## config.mk

```make
export PLATFORM = sky130hd
export DESIGN_NAME = wdog_window
export DESIGN_NICKNAME = d
export VERILOG_FILES = /design/src/rtl/wdog_window.sv
export SDC_FILE = /design/constraint.sdc
export NUM_CORES = 1
export LEC_CHECK = 0
export BUFFER_PORTS_ARGS = -buffer_cell sky130_fd_sc_hd__buf_2
export CAP_MARGIN = 5
export CELL_PAD_IN_SITES_DETAIL_PLACEMENT = 1
export CELL_PAD_IN_SITES_GLOBAL_PLACEMENT = 2
export CORE_MARGIN = 2
export CORE_UTILIZATION = 40
export CTS_CLUSTER_SIZE = 16
export DETAILED_ROUTE_END_ITERATION = 6
export PLACE_DENSITY_LB_ADDON = 0.3
export REMOVE_ABC_BUFFERS = 1
export SLEW_MARGIN = 0
export SYNTH_ARGS = -nofsm -noshare
export SYNTH_HDL_FRONTEND = slang
export SYNTH_SLANG_ARGS = --single-unit
```

## constraint.sdc

```tcl
create_clock -name clk -period 5.03 [get_ports clk]
set_clock_uncertainty 0.15 [all_clocks]
set_input_delay 1.006 -clock clk [delete_from_list [all_inputs] [get_ports clk]]
set_output_delay 1.006 -clock clk [all_outputs]
set_load 0.03 [all_outputs]
```

## src/rtl/wdog_window.sv

```systemverilog
`timescale 1ns/1ps
module wdog_window #(
  parameter int STEP   = 50,
  parameter int CODE_W = 7,
  parameter int ERR_W  = 4
) (
  input  logic              clk,
  input  logic              rst_n,
  input  logic              enable,
  input  logic              trig_sel,
  input  logic              wdi_pin,
  input  logic              cmd_trig,
  input  logic [CODE_W-1:0] ow_code,
  input  logic [CODE_W-1:0] cw_code,
  input  logic [ERR_W-1:0]  err_thresh,
  input  logic              miss_clr,
  output logic              win_open,
  output logic [ERR_W-1:0]  err_level,
  output logic              miss_flag,
  output logic              rst_req
);
  localparam int LONG_LEN = ((1 << CODE_W) - 1) * STEP;
  localparam int TW = $clog2(LONG_LEN + 1);
  localparam logic [TW-1:0] LONG_LAST = TW'(LONG_LEN - 1);
  localparam logic [ERR_W-1:0] ERR_MAX = '1;

  typedef enum logic [1:0] {S_OFF, S_LONG, S_OPEN, S_SHUT} st_t;

  st_t              st;
  logic [TW-1:0]    tmr;
  logic [2:0]       hist;
  logic [ERR_W-1:0] err;

  function automatic logic [TW-1:0] last_of(input logic [CODE_W-1:0] c, input logic floor1);
    int n;
    n = (c == '0 && floor1) ? 1 : int'(c);
    return TW'(n * STEP - 1);
  endfunction

  wire              pin_ok   = hist[2] & hist[1] & ~hist[0] & ~wdi_pin;
  wire              trig     = enable & (trig_sel ? cmd_trig : pin_ok);
  wire              is_open  = (st == S_LONG) || (st == S_OPEN);
  wire              expire   = (tmr == '0);
  wire              err_evt  = enable & ((is_open & ~trig & expire) | ((st == S_SHUT) & trig));
  wire [ERR_W-1:0]  err_up   = (err == ERR_MAX) ? err : err + 1'b1;
  wire [TW-1:0]     open_last = last_of(ow_code, 1'b1);
  wire [TW-1:0]     shut_last = last_of(cw_code, 1'b0);

  assign win_open  = is_open;
  assign err_level = err;

  always_ff @(posedge clk or negedge rst_n) begin
    if (!rst_n) begin
      st        <= S_OFF;
      tmr       <= '0;
      hist      <= '0;
      err       <= '0;
      miss_flag <= 1'b0;
      rst_req   <= 1'b0;
    end else begin
      hist    <= {hist[1:0], wdi_pin};
      rst_req <= 1'b0;
      if (err_evt) begin
        miss_flag <= 1'b1;
        err       <= err_up;
        rst_req   <= (err_up > err_thresh);
      end else if (miss_clr) begin
        miss_flag <= 1'b0;
      end
      if (!enable) begin
        st  <= S_OFF;
        tmr <= '0;
        err <= '0;
      end else begin
        case (st)
          S_OFF: begin
            st  <= S_LONG;
            tmr <= LONG_LAST;
          end
          S_LONG, S_OPEN: begin
            if (trig) begin
              if (err != '0) err <= err - 1'b1;
              if (cw_code == '0) begin
                st  <= S_OPEN;
                tmr <= open_last;
              end else begin
                st  <= S_SHUT;
                tmr <= shut_last;
              end
            end else if (expire) begin
              st  <= S_OPEN;
              tmr <= open_last;
            end else begin
              tmr <= tmr - 1'b1;
            end
          end
          default: begin
            if (trig || expire) begin
              st  <= S_OPEN;
              tmr <= open_last;
            end else begin
              tmr <= tmr - 1'b1;
            end
          end
        endcase
      end
    end
  end
endmodule

```

Yosys cells after proc, flatten, opt, wreduce, memory -nomap -nowiden
Cells that the tools add are included.
{ "totals": {"out_inout_bits": 7, "reg_bits": 24, "word_cells": 65} }
{ "classes": {"n_mul": 2, "muxes": 23, "n_eq_ne": 6, "order_cmp": 1, "add_sub_neg": 5, "n_reduce_logical": 10, "n_bitwise": 12} }
{ "ops": {"columns": ["op", "count"], "rows": [
  ["2-to-1 mux 13 bit", 5],
  ["subtractor 13 x 1 -> 13 bit (second input constant)", 3],
  ["one-hot mux 13 bit (2 select lines)", 1],
  ["multiplier 7 x 5 -> 12 bit (second input constant)", 2],
  ["2-to-1 mux 4 bit", 6],
  ["logical NOT 7 bit", 2],
  ["logical NOT 13 bit", 1],
  ["AND 1 bit", 8],
  ["2-to-1 mux 2 bit", 4],
  ["2-to-1 mux 7 bit", 1],
  ["2-to-1 mux 1 bit", 5],
  ["adder 4 x 1 -> 4 bit (second input constant)", 1],
  ["equality test 2 bit (second input constant)", 2],
  ["equality test 4 bit (second input constant)", 1],
  ["greater-than comparator 4 bit", 1],
  ["!= test 4 x 1 -> 1 bit (second input constant)", 1],
  ["!= test 4 bit (second input constant)", 1],
  ["one-hot mux 2 bit (2 select lines)", 1],
  ["nonzero test 4 bit", 1],
  ["subtractor 4 x 1 -> 4 bit (second input constant)", 1],
  ["inverter 1 bit", 3],
  ["equality test 2 x 1 -> 1 bit (second input constant)", 1],
  ["logical NOT 2 bit", 1],
  ["logical OR 1 bit", 2],
  ["4 further kinds", 4]
]} }

Longest topological paths before layout
{ "depth": {"word_depth": 15, "mapped_depth": 17, "depth_no_buf": 17} }

Least setup slack after synthesis
No wires, ideal clock.
{ "synth_path": {"path_kind": "input port to flip-flop", "start": "input port ow_code[2]", "end": "register tmr[12]", "setup_slack_ps": 188, "arrival_ps": 4625, "path_stages": 16, "t_required_ps": 4813, "setup_time_ps": 67, "n_path_buf": 0, "path_cell_list": "inv_1 ha_1 and4bb_1 a21o_1 ha_1 ha_1 fa_1 ha_1 o21ai_0 nor4b_1 or3b_1 nor3_1 nand3_1 xnor3_1 o221ai_1 and3_1"} }
{ "synth_via": {"elab_chain_cells": 8, "elab_cells_between_ends": 10, "classes_between": "add/sub (1); mul (1); mux (7); reduce/logical (1)"} }
{ "synth_rtl": {"columns": ["item", "line_no", "rtl"], "rows": [
  ["from (decl)", "13", "input logic [CODE_W-1:0] ow_code,"],
  ["logical NOT 7 bit", "36", "n = (c == '0 && floor1) ? 1 : int'(c);"],
  ["2-to-1 mux 7 bit *", "36", null],
  ["multiplier 7 x 5 -> 12 bit *", "37", "return TW'(n * STEP - 1);"],
  ["subtractor 13 x 1 -> 13 bit *", "37", null],
  ["2-to-1 mux 13 bit (on tied branches)", "90, 83", null],
  ["2-to-1 mux 13 bit", "81", "if (trig) begin"],
  ["one-hot mux 13 bit (2 select lines) *", "75", "case (st)"],
  ["2-to-1 mux 13 bit *", "70", "if (!enable) begin"],
  ["to (signal assigned)", "85", "tmr <= open_last;"],
  ["to (signal assigned)", "92", "tmr <= open_last;"],
  ["to (signal assigned)", "94", "tmr <= tmr - 1'b1;"],
  ["to (decl)", "30", "logic [TW-1:0] tmr;"]
]} }
Mark *: on every way between the ends. The rest lies on a longest branch, timed or not.
A chain may end at the register's enable or synchronous reset.

Worst setup path after layout
{ "layout_path": {"start": "input port ow_code[3]", "end": "register tmr[12]"} }
Same word-level chain as after synthesis.

==> metrics <==
fmax 207 MHz; Clk Latency, worst-skew pair 0.28 ns; gr ovfl total 0; most numerous cell in the Yosys netlist ha_1; pin count of the biggest net entering global routing 25; mux cell area share after synthesis 1.39%; sequential share of power 21.6%; Avg Inst Size Synth 8.47 um^2; Clock power frac 12.4%; worst ir drop on vdd 0.000155 V; post-synthesis compound-gate area fraction 19.1%; asr flop ratio synth 100%; DR vias 3016; Setup CP Type in -> reg; I/O pins 32; max-slew violation count 0; gpl congestion 0.846; Yosys reg bits 24; critical path startpoint category input pin; post-CTS setup buffer count 0; global-route wire length before repair 15.4 mm; Die Ht 96.6 um; Residual DRC 0; sw power 0.000680 W; fin crit period 4.83 ns; htree depth 1; Yosys cell types 66; Synth Instances 405; Iteration-0 DRC Markers 129; Worst Max-Slew Pin Slew 0.717 ns; top cell type's share of synthesized area 24.1%; drt pass-1 iters 4; P_leak 1.89 nW; status complete, no violations; RSZ-0062 raised after global routing no; Initial Utilization 41.5%; Hold Fails Final Rpt 0; Layout area overhead 12.5%; number of core rows 33; post-synthesis adder-cell area fraction 26.4%; die width 96.6 um; layout cells sized above 1 15.0%; nets@finish 543; WL final 8.91 mm; ant diodes 0; Synth Area in XOR/XNOR 9.59%; DP Wirelength 7.50 mm; top post-synthesis cells by area ha_1 24%, dfrtp_1 18%, xnor2_1 5.1%; initial antenna violation count 0; post-synthesis cell area 0.00343 mm^2; largest family of logic cells by synthesized area adder cells; worst path required time 5.09 ns; core area 0.00826 mm^2; clock slew at reported path FFs 0.10 ns; Longest Clk Path Bufs 2; Crit. End Element flip-flop; CP arrival 4.89 ns; max-cap violation count 0; number of global-route vias before repair 3119; port bufs 31; fin crit share 96.0%; ys flop type dfrtp_1; total die area 0.00933 mm^2; list of most frequent post-synthesis cells 66 x ha_1, 44 x nor2_1, 39 x inv_1, 24 x a21oi_1, 24 x dfrtp_1; Synth area leader ha_1; Pwr Density 371 mW/mm^2; HP Class reg -> reg; crit-path max FO 3; clk root buf clkbuf_8; CTS Buf Count 3; Total Power 0.00143 W; Internal 0.000751 W; Via density 5.46; final setup fails 0; Worst Hold Slack 0.224 ns; Total GRT Usage 19.5%; Seq/Total Area, Yosys 17.5%; Post-synth EDFFs 0; Clock Sinks 24; Relative slew margins 52.0%; Simple-Gate Fraction of Synth Area 21.2%; Comb power frac 66.1%; Syn. warnings 0; switch share 47.5%; WL per Instance 16.1 um; CTS tree built; final antenna-violating net count 0
kinds of logic (layout without fill, tap and decap cells):
family          count (synthesis)  in the layout
compound gates                 94             94
xor+xnor                       36             36
fa+ha+maj                      70             70
buf+inv                        44             86
flops                          24             24
mux                             4              4
simple gates                  133            133
final cells by class:
class                           count  area [um^2]
Fill cell                        1028         4400
Multi-Input combinational cell    337         2670
Sequential cell                    24          601
Timing Repair Buffer               43          245
Inverter                           39          146
Tap cell                          105          131
Clock buffer                        3         41.3
Clock inverter                      1         30.0
repair_timing:
item	4_1_cts	5_1_grt
endpoints found under the hold margin	0	0
gates resized for setup	0	1
hold buffers	0	0
setup endpoints to repair	0	2
final timing paths:
kind / slack, ns / to / start / depth (start not counted)
max: 0.20 / tmr[12]$_DFF_PN0_ / ow_code[3] / 18
min in group asynchronous: 0.56 / tmr[1]$_DFF_PN0_ / rst_n / 1
min: 0.22 / hist[1]$_DFF_PN0_ / hist[0]$_DFF_PN0_ / 0
max in group asynchronous: 3.77 / err_level[3]$_DFF_PN0_ / rst_n / 1
min reg2reg: 0.22 / hist[1]$_DFF_PN0_ / hist[0]$_DFF_PN0_ / 0
max reg2reg: 1.97 / tmr[3]$_DFF_PN0_ / tmr[0]$_DFF_PN0_ / 9
registers in the layout, indices dropped and copies added, names as in the netlist:
signal,count
tmr,13
err_level,4
hist,3
st,2
miss_flag,1
rst_req,1
per-stage QoR:
stage	instance area (um^2)	utilization [%]	setup slack, ns	TNS [ns]	std cells
6_report	3860	46.7	0.201	0	552
5_1_grt	3860	46.7	0.0114	0	552
4_1_cts	3860	46.7	0.214	0	552
3_5_place_dp	3790	45.9	-0.0821	-0.109	548
3_3_place_gp	3790	45.9	0.0576	0	548
2_1_floorplan	3410	-	0.186	0	400
routing by layer:
| metal | GRT usage, % | part of all wire, % | vias up | wire, um |
|---|---|---|---|---|
| li1 | - | - | 1532 | - |
| met1 | 28.9 | 52 | 1443 | 4640 |
| met2 | 31.5 | 45 | 35 | 4020 |
| met3 | 2.10 | 2.3 | 6 | 204 |
| met4 | 2.60 | 0.55 | 0 | 49 |
| met5 | 0 | 0 | - | 0 |
power by group through the flow:
stage                     sequential [W]  combinational, W  clock, W
after CTS                       0.000308          0.000948  0.000181
after floorplan                 0.000308          0.000687         0
after detailed placement        0.000312          0.000941         0
after global routing            0.000318           0.00107  0.000188
after global placement          0.000308          0.000916         0
final                           0.000308          0.000946  0.000177
worst max-delay path, stage by stage:
cell and delay (ns):
buf_2 0.11, inv_1 0.07, ha_1 0.17, and4bb_1 0.23, a21o_1 0.21, ha_1 0.31, ha_1 0.30, ha_1 0.30
inv_1 0.07, fa_1 0.45, nand2b_1 0.19, a21oi_1 0.18, nor4_1 0.07, a311oi_1 0.36, nand3_1 0.15, xnor3_1 0.36
o221ai_1 0.18, and3_1 0.18
placed cells by master (no fill, tap or decap), types with 12 or more instances in the layout:
| cell type | count |
|---|---|
| ha_1 | 66 |
| nor2_1 | 44 |
| inv_1 | 39 |
| buf_2 | 31 |
| a21oi_1 | 24 |
| dfrtp_1 | 24 |
| xnor2_1 | 20 |
| o21ai_0 | 17 |
| xor2_1 | 15 |
| nand2_1 | 15 |
| buf_4 | 12 |
Power figures use the tool's default switching activity.
